==> config.mk <==
export PLATFORM = sky130hd
export DESIGN_NAME = evt_irq_router
export DESIGN_NICKNAME = d
export VERILOG_FILES = /design/src/rtl/evt_rtr_pkg.sv /design/src/rtl/evt_cell_bank.sv /design/src/rtl/evt_host_regs.sv /design/src/rtl/evt_irq_route.sv /design/src/rtl/evt_irq_router.sv
export SDC_FILE = /design/constraint.sdc
export NUM_CORES = 1
export LEC_CHECK = 0
export BUFFER_PORTS_ARGS = -buffer_cell sky130_fd_sc_hd__buf_4
export CORE_ASPECT_RATIO = 0.8
export CORE_MARGIN = 5
export CORE_UTILIZATION = 42
export CTS_BUF_LIST = sky130_fd_sc_hd__clkbuf_8
export CTS_CLUSTER_DIAMETER = 50
export DETAILED_ROUTE_END_ITERATION = 10
export HOLD_SLACK_MARGIN = 0.12
export PLACE_DENSITY = 0.7
export SLEW_MARGIN = 20
export SYNTH_ARGS = -nofsm -noshare
export SYNTH_HDL_FRONTEND = slang
export SYNTH_SLANG_ARGS = --single-unit
==> constraint.sdc <==
create_clock -name clk -period 1.3 [get_ports clk]
set_input_delay 0 -clock clk [delete_from_list [all_inputs] [get_ports clk]]
set_output_delay 0 -clock clk [all_outputs]
set_load 0.005 [all_outputs]
==> src/rtl/evt_rtr_pkg.sv <==
package evt_rtr_pkg;

  localparam int unsigned OFS_STATUS = 0;
  localparam int unsigned OFS_ENABLE = 2;
  localparam int unsigned OFS_MODE   = 4;

  typedef enum logic [1:0] {
    SEL_NONE,
    SEL_STATUS,
    SEL_ENABLE,
    SEL_MODE
  } reg_sel_e;

  function automatic reg_sel_e decode_ofs(input int unsigned ofs);
    if (ofs == OFS_STATUS)      return SEL_STATUS;
    else if (ofs == OFS_ENABLE) return SEL_ENABLE;
    else if (ofs == OFS_MODE)   return SEL_MODE;
    else                        return SEL_NONE;
  endfunction

endpackage

==> src/rtl/evt_cell_bank.sv <==
module evt_cell_bank #(
  parameter int unsigned         N_EVT    = 16,
  parameter logic [N_EVT-1:0]    IMPL_MSK = '1
) (
  input  logic             clk,
  input  logic             rst,
  input  logic [N_EVT-1:0] evt_i,
  input  logic [N_EVT-1:0] clr_i,
  input  logic             en_wr_i,
  input  logic [N_EVT-1:0] en_data_i,
  output logic [N_EVT-1:0] status_o,
  output logic [N_EVT-1:0] enable_o,
  output logic [N_EVT-1:0] pend_o
);

  for (genvar i = 0; i < N_EVT; i++) begin : g_cell
    logic st_q;
    logic en_q;

    // set has priority over a same-cycle clear
    always_ff @(posedge clk) begin
      if (rst) begin
        st_q <= 1'b0;
        en_q <= 1'b0;
      end else begin
        st_q <= IMPL_MSK[i] & (evt_i[i] | (st_q & ~clr_i[i]));
        if (en_wr_i) en_q <= IMPL_MSK[i] & en_data_i[i];
      end
    end

    assign status_o[i] = st_q;
    assign enable_o[i] = en_q;
    assign pend_o[i]   = st_q & en_q;
  end

endmodule

==> src/rtl/evt_host_regs.sv <==
module evt_host_regs
  import evt_rtr_pkg::*;
#(
  parameter int unsigned ADDR_W = 8,
  parameter int unsigned DATA_W = 16,
  parameter int unsigned N_EVT  = 16
) (
  input  logic              clk,
  input  logic              rst,
  input  logic              wr_en,
  input  logic              rd_en,
  input  logic [ADDR_W-1:0] addr,
  input  logic [DATA_W-1:0] wdata,
  input  logic [N_EVT-1:0]  status_i,
  input  logic [N_EVT-1:0]  enable_i,
  output logic [N_EVT-1:0]  clr_o,
  output logic              en_wr_o,
  output logic [N_EVT-1:0]  en_data_o,
  output logic              mode_o,
  output logic [DATA_W-1:0] rdata
);

  reg_sel_e    sel;
  logic        mode_q;
  logic [DATA_W-1:0] rd_mux;

  assign sel       = decode_ofs(int'(addr));
  assign clr_o     = (wr_en && sel == SEL_STATUS) ? wdata[N_EVT-1:0] : '0;
  assign en_wr_o   = wr_en && sel == SEL_ENABLE;
  assign en_data_o = wdata[N_EVT-1:0];
  assign mode_o    = mode_q;

  always_comb begin
    rd_mux = '0;
    case (sel)
      SEL_STATUS: rd_mux = DATA_W'(status_i);
      SEL_ENABLE: rd_mux = DATA_W'(enable_i);
      SEL_MODE:   rd_mux = DATA_W'(mode_q);
      default:    rd_mux = '0;
    endcase
  end

  always_ff @(posedge clk) begin
    if (rst) begin
      mode_q <= 1'b0;
      rdata  <= '0;
    end else begin
      if (wr_en && sel == SEL_MODE) mode_q <= wdata[0];
      if (rd_en) rdata <= rd_mux;
    end
  end

endmodule

==> src/rtl/evt_irq_route.sv <==
module evt_irq_route #(
  parameter int unsigned N_EVT = 16,
  parameter int unsigned N_SMI = 2
) (
  input  logic             clk,
  input  logic             rst,
  input  logic [N_EVT-1:0] pend_i,
  input  logic             mode_i,
  input  logic [N_SMI-1:0] smi_src_i,
  output logic             smi_o,
  output logic             sci_o
);

  logic req;
  assign req = |pend_i;

  always_ff @(posedge clk) begin
    if (rst) begin
      smi_o <= 1'b0;
      sci_o <= 1'b0;
    end else begin
      smi_o <= (req & ~mode_i) | (|smi_src_i);
      sci_o <= req & mode_i;
    end
  end

endmodule

==> src/rtl/evt_irq_router.sv <==
module evt_irq_router #(
  parameter int unsigned      ADDR_W   = 8,
  parameter int unsigned      DATA_W   = 16,
  parameter int unsigned      N_EVT    = 16,
  parameter int unsigned      N_SMI    = 2,
  parameter logic [N_EVT-1:0] IMPL_MSK = 16'hBFFB
) (
  input  logic              clk,
  input  logic              rst,
  input  logic [N_EVT-1:0]  evt_i,
  input  logic [N_SMI-1:0]  smi_src_i,
  input  logic              wr_en,
  input  logic              rd_en,
  input  logic [ADDR_W-1:0] addr,
  input  logic [DATA_W-1:0] wdata,
  output logic [DATA_W-1:0] rdata,
  output logic              smi_o,
  output logic              sci_o
);

  logic [N_EVT-1:0] sts, ena, pend, clr, en_data;
  logic             en_wr, mode;

  evt_host_regs #(.ADDR_W(ADDR_W), .DATA_W(DATA_W), .N_EVT(N_EVT)) u_regs (
    .clk(clk), .rst(rst), .wr_en(wr_en), .rd_en(rd_en), .addr(addr),
    .wdata(wdata), .status_i(sts), .enable_i(ena), .clr_o(clr),
    .en_wr_o(en_wr), .en_data_o(en_data), .mode_o(mode), .rdata(rdata)
  );

  evt_cell_bank #(.N_EVT(N_EVT), .IMPL_MSK(IMPL_MSK)) u_bank (
    .clk(clk), .rst(rst), .evt_i(evt_i), .clr_i(clr), .en_wr_i(en_wr),
    .en_data_i(en_data), .status_o(sts), .enable_o(ena), .pend_o(pend)
  );

  evt_irq_route #(.N_EVT(N_EVT), .N_SMI(N_SMI)) u_route (
    .clk(clk), .rst(rst), .pend_i(pend), .mode_i(mode),
    .smi_src_i(smi_src_i), .smi_o(smi_o), .sci_o(sci_o)
  );

endmodule

======== Word level (Yosys, flattened, before mapping) ========
Cells that the tools add are included.
word-level totals
  bits in registers ....................... 47
  bits in latches ......................... 0
  memory bits (writable) .................. 0
  ROM bits ................................ 0
  input bits .............................. 46
  output and inout port bits .............. 18
  word-level logic and storage cells ...... 108
  memories ................................ 0
cells by class
  add/sub/neg operators ................... 0
  $mul .................................... 0
  divide/modulo/power cells ............... 0
  order comparisons ....................... 0
  eq/ne operators ......................... 5
  shift operators ......................... 0
  mux-type cells .......................... 5
  bitwise gates (word level) .............. 60
  reduce and logical (&&, ||, !) cells .... 6
operators with widths
  operator              number
  $pmux W16 S3          1
  $and A1 B1 Y1         30
  $mux W16              1
  $not A1 Y1            15
  $or A1 B1 Y1          15
  $reduce_or A14 Y1     1
  $eq A8 B2 Y1 const B  1
  $eq A8 B3 Y1 const B  1
  $logic_not A8 Y1      1
  $mux W2               3
  $eq A2 B2 Y1 const B  2
  $logic_and A1 B1 Y1   3
  $eq A2 B1 Y1 const B  1
  $reduce_or A2 Y1      1

======== Longest topological paths before layout ========
  word-level depth ........................ 10
  gate-level depth with buffers ........... 5
  depth with buffers taken out ............ 3

======== By module ========
Synthesis repeated with hierarchy kept, for this count alone.
second synthesis, totals
  cell total of the unflattened synthesis .. 287
  area, all modules ....................... 2677.6 µm²
modules (own cells, without submodules)
  module         instances  cells an instance  area an instance (µm²)  seq. area each (µm²)
  evt_cell_bank  1          152                1356.3                  560.5
  evt_host_regs  1          124                1218.7                  340.3
  evt_irq_route  1          11                 102.6                   40.0

======== Worst setup path before layout ========
No wires, ideal clock.
  path type ............................... input to register
  from .................................... in addr[3]
  to ...................................... reg u_bank.g_cell[0].en_q
  library setup time ...................... 72 ps
  arrival time ............................ 1330 ps
  data required time ...................... 1228 ps
  slack ................................... -101 ps
  stages .................................. 5
  buffers on the path ..................... 2
  path through ............................ or4_4 > buf_6 > nor3_4 > buf_6 > mux2i_1
between the ends
  cells in the longest elaborated chain, start to end .. 6
  elaborated cells on any way between the ends .. 8
  those cells by class .................... 3 x eq/ne; 3 x mux; 2 x reduce/logical
RTL lines
  element                RTL line              source
  start, declared        evt_irq_router.sv:14  input logic [ADDR_W-1:0] addr,
  $eq A8 B3 Y1           evt_rtr_pkg.sv:17     else if (ofs == OFS_MODE) return SEL_MODE;
  $mux W2                evt_rtr_pkg.sv:17
  $mux W2                evt_rtr_pkg.sv:16     else if (ofs == OFS_ENABLE) return SEL_ENABLE;
  $mux W2 *              evt_rtr_pkg.sv:15     if (ofs == OFS_STATUS) return SEL_STATUS;
  $eq A2 B2 Y1 *         evt_host_regs.sv:29   assign en_wr_o = wr_en && sel == SEL_ENABLE;
  $logic_and A1 B1 Y1 *  evt_host_regs.sv:29
  end signal, assigned   evt_cell_bank.sv:27   if (en_wr_i) en_q <= IMPL_MSK[i] & en_data_i[i];
  end, declared          evt_cell_bank.sv:18   logic en_q;
Every way passes the cells marked *; elsewhere a longest branch is shown, timed or not.
A chain may end at the register's enable or synchronous reset.

==> metrics <==
status=finished, final reports clean; # DRC=0; sequence of cells on the critical path=dlygate4sd3_1 > buf_4 > nand2b_1 > mux2i_1 > dlygate4sd3_1; hold_ws=129 ps; commonest non-fill, non-tap cells in the layout=buf_4, dfxtp_1, dlygate4sd3_1; Starting Density=42.8%; Top cell by count, worst path=dlygate4sd3_1; synthesized area per cell=9.20 µm²; max-cap viol count=0; Yosys warning count=0; number of global-route vias before repair=1,905; Layout fillers=433; cell family with most CP delay=buffers and inverters; drt first pass iters=4; ant diodes=0; first-pass GRT wire length=8810 µm; layout cell share with drive strength beyond 1=30.5%; crit path time final=1220 ps; CTS buffer count=5; f_max=820 MHz; Clock Sinks=45; r2r startpoint=u_regs.mode_o; Final Setup Violations=0; RSZ-0062 raised after global routing=no; clock latency on the worst-skew pair=290 ps; clock transition at the registers of the reported paths=90 ps; Async SR Flop Fraction=0%; P_sw=0.658 mW; I/O pins=64; CP Depth=5; sequential power share=54.0%; CP Max Fanout=2; grt ovf=0; clk buf depth=2; drt total wl=5520 µm; synthesis-stage register bit count=45; Top Layer Used=met4; crit path from=wdata[0]; number of enable flip-flop cells after synthesis=0; worst hold stages=3; Post-DP HPWL=3810 µm; Synth Flop Type=dfxtp_1; Post-Layout Cell Count=387; area grow syn2layout=47.1%; Distinct cells, synth=31; CTS tree=built; Clock power frac=30.9%; DR vias/cell=4.90; Reg area=901 µm²; sw frac=24.6%; placed cell area=2720 µm²; Final #Nets=370; antenna violations before repair=0; Logic pwr share=15.1%; Worst Path Buf+Inv=3; placed cells=346; Pins Over Slew Limit=0; initial DRC count=103; htree depth=2; Hold Crit Start=addr[1]; pin count of the biggest net entering global routing=47; wire length on met3=244 µm; post-route cell area=3140 µm²; CP Class=in2reg; most common cell after layout, fill and taps aside=buf_4; CP required=1480 ps; Vias=1,897; Syn Std Cell Area=2130 µm²; GRT Util Overall=17.6%; Cell Int Power=2.02 mW; Critical Path Start Type=primary input; # rows=23; critical path data arrival time=1400 ps; Reg2Reg Setup Slack=90 ps; Mapped Cells=232; Hold Crit Class=in2reg; leakage=1.40 nW; height of the die=73.7 µm; R2R cell count=3; die footprint=6610 µm²; post-DR wirelength/cell=14.3 µm; met2 WL post-DR=2700 µm; fraction of the yosys area taken by sequential cells=42.2%; final period utilization=93.9%; crit path capture type=flop; skew final=10.9 ps; area of the multi-input gates=1120 µm²; Core ar.=4980 µm²; DIE WIDTH=89.7 µm; Max VDD drop=0.606 mV; # Post-CTS Setup Buffers=0; Final GP Congestion=0.770; CP max-delay cell=dlygate4sd3_1; pwr/cell area=852 nW/µm²; final-report hold violation count=0; slowest stage delay, CP=550 ps; metal1 wirelength=2540 µm; final core utilization=63.0%; Final ANT Viol Nets=0; number of I/O port buffers=57; clk root buf=clkbuf_8
==> layout make-up <==
cell class | instances | share of cell area (%)
Clock buffer | 5 | 2.19
Clock inverter | 3 | 0.439
Inverter | 28 | 3.35
Multi-Input combinational cell | 143 | 35.6
Sequential cell | 45 | 28.7
Tap cell | 62 | 2.47
Timing Repair Buffer | 101 | 27.2
==> routing by layer <==
| layer | track usage (%) | up-vias |
|---|---|---|
| met5 | 0 | - |
| met4 | 3.97 | 0 |
| met3 | 3.48 | 5 |
| met2 | 29.5 | 40 |
| met1 | 23.2 | 879 |
| li1 | - | 973 |
==> power by group through the flow <==
stage / registers [mW] / logic, mW / clock network [mW]
2_1_floorplan: 1.47 / 0.181 / 0
3_3_place_gp: 1.47 / 0.323 / 0
3_5_place_dp: 1.47 / 0.327 / 0
4_1_cts: 1.44 / 0.402 / 0.855
5_1_grt: 1.45 / 0.438 / 0.908
6_report: 1.44 / 0.404 / 0.825
==> path summary, 6_finish.rpt <==
kind	endpoint
max	u_regs.mode_o
min	u_regs.rdata[9]
max reg2reg	u_regs.mode_o
min reg2reg	u_regs.rdata[9]
==> sequential cells by signal, indices dropped and copies added, names as in the netlist <==
| register | cells |
|---|---|
| u_bank.g_cell.en_q | 14 |
| u_bank.g_cell.st_q | 14 |
| u_regs.mode_o | 1 |
| u_regs.rdata | 14 |
| u_route.sci_o | 1 |
| u_route.smi_o | 1 |
==> logic make-up (layout without fill, tap and decap cells) <==
logic type	Yosys count	count (layout)	synth area share, %
multiplexers	29	29	13.6
AND/OR/NAND/NOR	59	59	16.2
AO/OA/AOI/OAI	53	53	18.4
flip-flops	45	45	42.2
buffers and inverters	45	137	9.33
other	1	2	0.176
==> repair_timing <==
item | 4_1_cts | 5_1_grt
hold buffers | 33 | 0
resized for setup | 0 | 1
setup endpoints to repair | 0 | 2
hold endpoints to repair | 30 | 0
==> worst reg2reg max path: stages, from the launching register on <==
cell           delay [ps]
dfxtp_1               370
nand2b_1               90
mux2i_1               140
dlygate4sd3_1         560
==> through the flow <==
stage	TNS [ps]	power, mW	setup WS, ps
floorplan	-1240	1.65	-52.8
CTS	0	2.70	64.1
global route	0	2.79	15.7
detailed placement	-4160	1.80	-184
global placement	-3210	1.80	-145
finish	0	2.67	79.9
==> Yosys cell counts (2+ instances only) <==
cell / n / share of area (%)
o21ai_2: 10 / 4.1
o41ai_1: 14 / 5.7
o21ai_0: 3 / 0.70
buf_4: 2 / 0.70
a31oi_1: 2 / 0.59
a21oi_1: 14 / 3.3
a22o_1: 5 / 2.1
buf_6: 3 / 1.6
nand2_1: 15 / 2.6
buf_1: 2 / 0.35
clkbuf_1: 10 / 1.8
inv_1: 28 / 4.9
nand2b_1: 30 / 8.8
nor2b_1: 2 / 0.59
mux2i_1: 29 / 14
dfxtp_1: 45 / 42
a221oi_1: 2 / 0.82
nor2_1: 3 / 0.53
Power figures use the tool's default switching activity.
